### config.mk
export PLATFORM = sky130hd
export DESIGN_NAME = sr_exit_seq
export DESIGN_NICKNAME = d
export VERILOG_FILES = /design/src/rtl/sr_exit_pkg.sv /design/src/rtl/sr_exit_timer.sv /design/src/rtl/sr_exit_refcnt.sv /design/src/rtl/sr_exit_pend.sv /design/src/rtl/sr_exit_seq.sv
export SDC_FILE = /design/constraint.sdc
export NUM_CORES = 1
export LEC_CHECK = 0
export ABC_AREA = 0
export BUFFER_PORTS_ARGS = -buffer_cell sky130_fd_sc_hd__buf_2
export CELL_PAD_IN_SITES_DETAIL_PLACEMENT = 0
export CELL_PAD_IN_SITES_GLOBAL_PLACEMENT = 2
export CORE_MARGIN = 8
export CORE_UTILIZATION = 37
export DETAILED_ROUTE_END_ITERATION = 12
export PLACE_DENSITY_LB_ADDON = 0.12
export SLEW_MARGIN = 20
export SYNTH_ARGS = -nofsm -noshare
export SYNTH_HDL_FRONTEND = slang
export SYNTH_SLANG_ARGS = --single-unit
### constraint.sdc
create_clock -name clk -period 3.1 [get_ports clk]
set_input_delay 0.155 -clock clk [delete_from_list [all_inputs] [get_ports clk]]
set_output_delay 0.155 -clock clk [all_outputs]
set_load 0.03 [all_outputs]
### src/rtl/sr_exit_pkg.sv
package sr_exit_pkg;
  typedef enum logic [1:0] {
    ST_HOLD    = 2'd0,
    ST_RECOVER = 2'd1,
    ST_REFRESH = 2'd2,
    ST_READY   = 2'd3
  } seq_state_t;

  localparam logic [1:0] CMD_NOP  = 2'b00;
  localparam logic [1:0] CMD_AREF = 2'b01;
endpackage

### src/rtl/sr_exit_timer.sv
// Down counter for the row-cycle window; expired when one cycle remains.
module sr_exit_timer #(
  parameter int W = 8
) (
  input  logic         clk,
  input  logic         rst,
  input  logic         load,
  input  logic [W-1:0] load_val,
  output logic         expired
);
  logic [W-1:0] cnt;

  always_ff @(posedge clk) begin
    if (rst)            cnt <= '0;
    else if (load)      cnt <= load_val;
    else if (cnt > 1)   cnt <= cnt - 1'b1;
  end

  assign expired = (cnt <= W'(1));
endmodule

### src/rtl/sr_exit_refcnt.sv
// Counts auto-refresh commands still owed in the exit burst.
module sr_exit_refcnt #(
  parameter int REF_COUNT = 2048
) (
  input  logic clk,
  input  logic rst,
  input  logic load,
  input  logic burst,
  input  logic dec,
  output logic owed
);
  localparam int CW = $clog2(REF_COUNT + 1);
  logic [CW-1:0] left;

  always_ff @(posedge clk) begin
    if (rst)                   left <= '0;
    else if (load)             left <= burst ? CW'(REF_COUNT) : '0;
    else if (dec && left != 0) left <= left - 1'b1;
  end

  assign owed = (left != '0);
endmodule

### src/rtl/sr_exit_pend.sv
// Remembers an exit request taken in the holding state until it can start.
module sr_exit_pend (
  input  logic clk,
  input  logic rst,
  input  logic arm,
  input  logic req,
  input  logic clr,
  output logic want
);
  logic pend;

  always_ff @(posedge clk) begin
    if (rst || clr)      pend <= 1'b0;
    else if (arm && req) pend <= 1'b1;
  end

  assign want = arm && (pend || req);
endmodule

### src/rtl/sr_exit_seq.sv
module sr_exit_seq #(
  parameter int TRC_W     = 8,
  parameter int REF_COUNT = 2048
) (
  input  logic             clk,
  input  logic             rst,
  input  logic             exit_req,
  input  logic             enter_req,
  input  logic             clk_running,
  input  logic             burst_en,
  input  logic [TRC_W-1:0] trc_cycles,
  output logic             cke_o,
  output logic [1:0]       cmd_o,
  output logic             ready_o
);
  import sr_exit_pkg::*;

  seq_state_t state;
  logic in_hold, want, start, expired, owed, tmr_load, ref_dec;

  assign in_hold  = (state == ST_HOLD);
  assign start    = want && clk_running;
  assign tmr_load = start || (state == ST_REFRESH);
  assign ref_dec  = (state == ST_RECOVER) && expired && owed;

  sr_exit_pend u_pend (
    .clk(clk), .rst(rst), .arm(in_hold), .req(exit_req), .clr(start), .want(want)
  );

  sr_exit_timer #(.W(TRC_W)) u_timer (
    .clk(clk), .rst(rst), .load(tmr_load), .load_val(trc_cycles), .expired(expired)
  );

  sr_exit_refcnt #(.REF_COUNT(REF_COUNT)) u_refs (
    .clk(clk), .rst(rst), .load(start), .burst(burst_en), .dec(ref_dec), .owed(owed)
  );

  always_ff @(posedge clk) begin
    if (rst) begin
      state   <= ST_HOLD;
      cke_o   <= 1'b0;
      cmd_o   <= CMD_NOP;
      ready_o <= 1'b0;
    end else begin
      case (state)
        ST_HOLD: begin
          cmd_o <= CMD_NOP;
          if (start) begin
            state <= ST_RECOVER;
            cke_o <= 1'b1;
          end
        end
        ST_RECOVER: begin
          if (expired) begin
            if (owed) begin
              state <= ST_REFRESH;
              cmd_o <= CMD_AREF;
            end else begin
              state   <= ST_READY;
              ready_o <= 1'b1;
            end
          end
        end
        ST_REFRESH: begin
          state <= ST_RECOVER;
          cmd_o <= CMD_NOP;
        end
        default: begin
          if (enter_req) begin
            state   <= ST_HOLD;
            cke_o   <= 1'b0;
            ready_o <= 1'b0;
          end
        end
      endcase
    end
  end
endmodule

==> impl_results.md <==
- Area growth syn-to-layout: 10.5%
- Initial Util: 37.8%
- CTS tree: yes
- Die area: 6770 um^2
- H-tree depth: 1
- Die Y: 82.3 um
- Asr flop ratio synth: 0%
- Critical path class: reg2reg
- First-pass GRT wire length: 6.51 mm
- Final Hold Slack: 143 ps
- DR pass1 iterations: 4
- Post-synth EDFFs: 0
- GRT Total Usage: 12.1%
- Total clock sinks: 26
- Final period utilization: 71.8%
- Largest net degree at the start of global routing: 20
- Chip Width: 82.3 um
- Pleak: 0.707 nW
- RSZ-0062 raised after global routing: false
- Total power: 1.62 mW
- Register bit total from synthesis: 26
- WL final: 3.92 mm
- Cts repair resizes: 0
- Worst-path clk slew: 110 ps
- Skew-Pair Late Insertion Delay: 280 ps
- Iteration-0 DRC Markers: 101
- Data required time of the worst path: 3320 ps
- Critical-path top delay cell: or4_1
- Ranking of synthesized cells by area: dfxtp_1 32%, ha_1 5.4%, or4_1 4.6%
- Post-DRT Antenna Nets: 0
- Area leader, netlist: dfxtp_1
- Share of the synthesized area in the top cell type: 32.0%
- Top_reg_cell synth: dfxtp_1
- # DRC: 0
- Buffers on Ports: 16
- Io pins: 18
- Final Critical Period: 2230 ps
- WP buf/inv: 0
- Setup crit start kind: flop
- Final setup skew: 16.3 ps
- Setup bufs post-CTS: 0
- Placed cell count: 252
- Gate count of the mapped netlist: 194
- Filler cells: 455
- Peak VDD IR: 0.357 mV
- Core area: 4290 um^2
- Total grt overflow: 0
- Via count: 1,470
- Crit Path Max Fanout: 11
- Final Hold Viols: 0
- Synth unique cells: 50
- Critical path arrival: 2440 ps
- Worst stage delay on the critical path: 600 ps
- Num rows: 24
- Avg Vias per Cell: 5.74
- Cts hold-fix bufs: 0
- Synth warn: 0
- CP cell instances: nor4_1, nand3_1, or4_1, a21oi_1
- Outcome: finished, final reports clean
- Max Buffers Root-to-Sink: 2
- Pins Over Slew Limit: 0
- Synthesized area: 1630 um^2
- Ant. Diodes: 0
- Layout Cells excl Fill: 256
- Avg Cell Area, Syn: 8.38 um^2
- Worst hold path type: in2reg
- Net Count, Synth: 215
- Vias in the first global route: 1,359
- Routed len/inst: 15.3 um
- TritonCTS Buffers: 3
- Crit path capture type: flop
- Finished Core Util: 41.8%
- P per Cell Area: 904 nW/um^2
- Slew headroom: 54.5%
- Crit path max-delay family: simple AND/OR/NAND/NOR gates
- FMAX: 449 MHz
- Worst-Margin Slew: 682 ps
- Layout cells sized above 1: 14.7%
- Final setup violation count: 0
- Gpl congestion: 0.784
- Max-Cap Viols: 0
- Root Driver: clkbuf_8
- Share of the yosys chip area belonging to registers: 32.0%
- Setup Total Neg Slack: 0 ps
- Initial antenna violation count: 0
- Post-DP HPWL: 2.91 mm
- Nets: 226
## cells in the mapped netlist (3+ instances only)
cell type and instances:
a211oi_1 7, a21oi_1 13, clkbuf_1 7, dfxtp_1 26
ha_1 7, inv_1 13, mux2i_1 5, nand2_1 7
nand3_1 3, nand4_1 3, nor2_1 18, nor2b_1 3
nor3_1 9, nor4_1 6, o21ai_0 5, o311ai_0 3
o31ai_1 6, or3_1 7, or4_1 10
## cells by family (layout without fill, tap and decap cells)
family	after synthesis	after routing	share of synthesized area, %
AND/OR/NAND/NOR	76	76	28.0
AO/OA/AOI/OAI	51	51	22.7
flip-flops	26	26	32.0
buffers and inverters	25	35	6.77
adder cells (fa/ha/maj)	7	7	5.39
multiplexers	6	6	3.77
XOR/XNOR	2	2	1.08
other	1	1	0.231
## worst register-to-register path: stages, from the launching register on
cell	delay, ps
dfxtp_1	360
nor4_1	570
nand3_1	510
or4_1	600
a21oi_1	140
## cell usage in the layout, fill, tap and decap left out, drive strengths merged, types with 3 or more instances in the layout
cell type / netlist / final
nand2: 7 / 7
or4: 11 / 11
nand3: 3 / 3
nand4: 3 / 3
buf: 5 / 18
nor2b: 3 / 3
nor3: 9 / 9
ha: 7 / 7
clkbuf: 7 / 3
a21oi: 13 / 13
o311ai: 3 / 3
inv: 13 / 13
a211oi: 7 / 7
o21ai: 5 / 5
o31ai: 6 / 6
or3: 7 / 7
mux2i: 5 / 5
nor4: 8 / 8
nor2: 18 / 18
o41ai: 3 / 3
dfxtp: 26 / 26
## sequential cells by signal (all words and copies together) (netlist names)
signal and cells:
ready_o 1, cmd_o 1, state 2, cke_o 1, u_pend.pend 1, u_timer.cnt 8, u_refs.left 12
## final timing paths
kind	end	slack (ps)	from	cells after the start
max	u_refs.left[6]$_SDFFE_PP0P_	870	u_timer.cnt[2]$_SDFFE_PP0P_	4
max reg2reg	u_refs.left[6]$_SDFFE_PP0P_	870	u_timer.cnt[2]$_SDFFE_PP0P_	4
min reg2reg	ready_o$_SDFFE_PP0P_	480	ready_o$_SDFFE_PP0P_	2
min	u_pend.pend$_SDFFE_PP0P_	140	exit_req	3
## metrics by stage
step,setup WS [ps],instance area [um^2]
3_3_place_gp,971,1720
6_report,875,1800
2_1_floorplan,1100,1630
4_1_cts,878,1800
5_1_grt,739,1800
3_5_place_dp,904,1720
## report_power, final
part	total, mW	switching (mW)	internal, mW
combinational	0.839	0.510	0.329
clock	0.288	0.115	0.173
sequential	0.497	0.0879	0.409
total	1.62	0.714	0.910
## area by class of cell
type / count / area (um^2) / share of cell area [%]
Multi-Input combinational cell: 143 / 995 / 55.4
Sequential cell: 26 / 520 / 29.0
Timing Repair Buffer: 18 / 95.1 / 5.30
Tap cell: 52 / 65.1 / 3.62
Inverter: 13 / 48.8 / 2.72
Clock buffer: 3 / 41.3 / 2.30
Clock inverter: 1 / 30.0 / 1.67
## per-layer routing
layer	global-route usage (%)	vias to the layer above	part of all wire, %
li1	-	753	-
met1	17.5	692	51
met2	17.6	23	44
met3	2.27	2	4.4
met4	3.51	0	0.48
met5	0	-	0
Note: power is estimated with default switching activity, not from simulation.
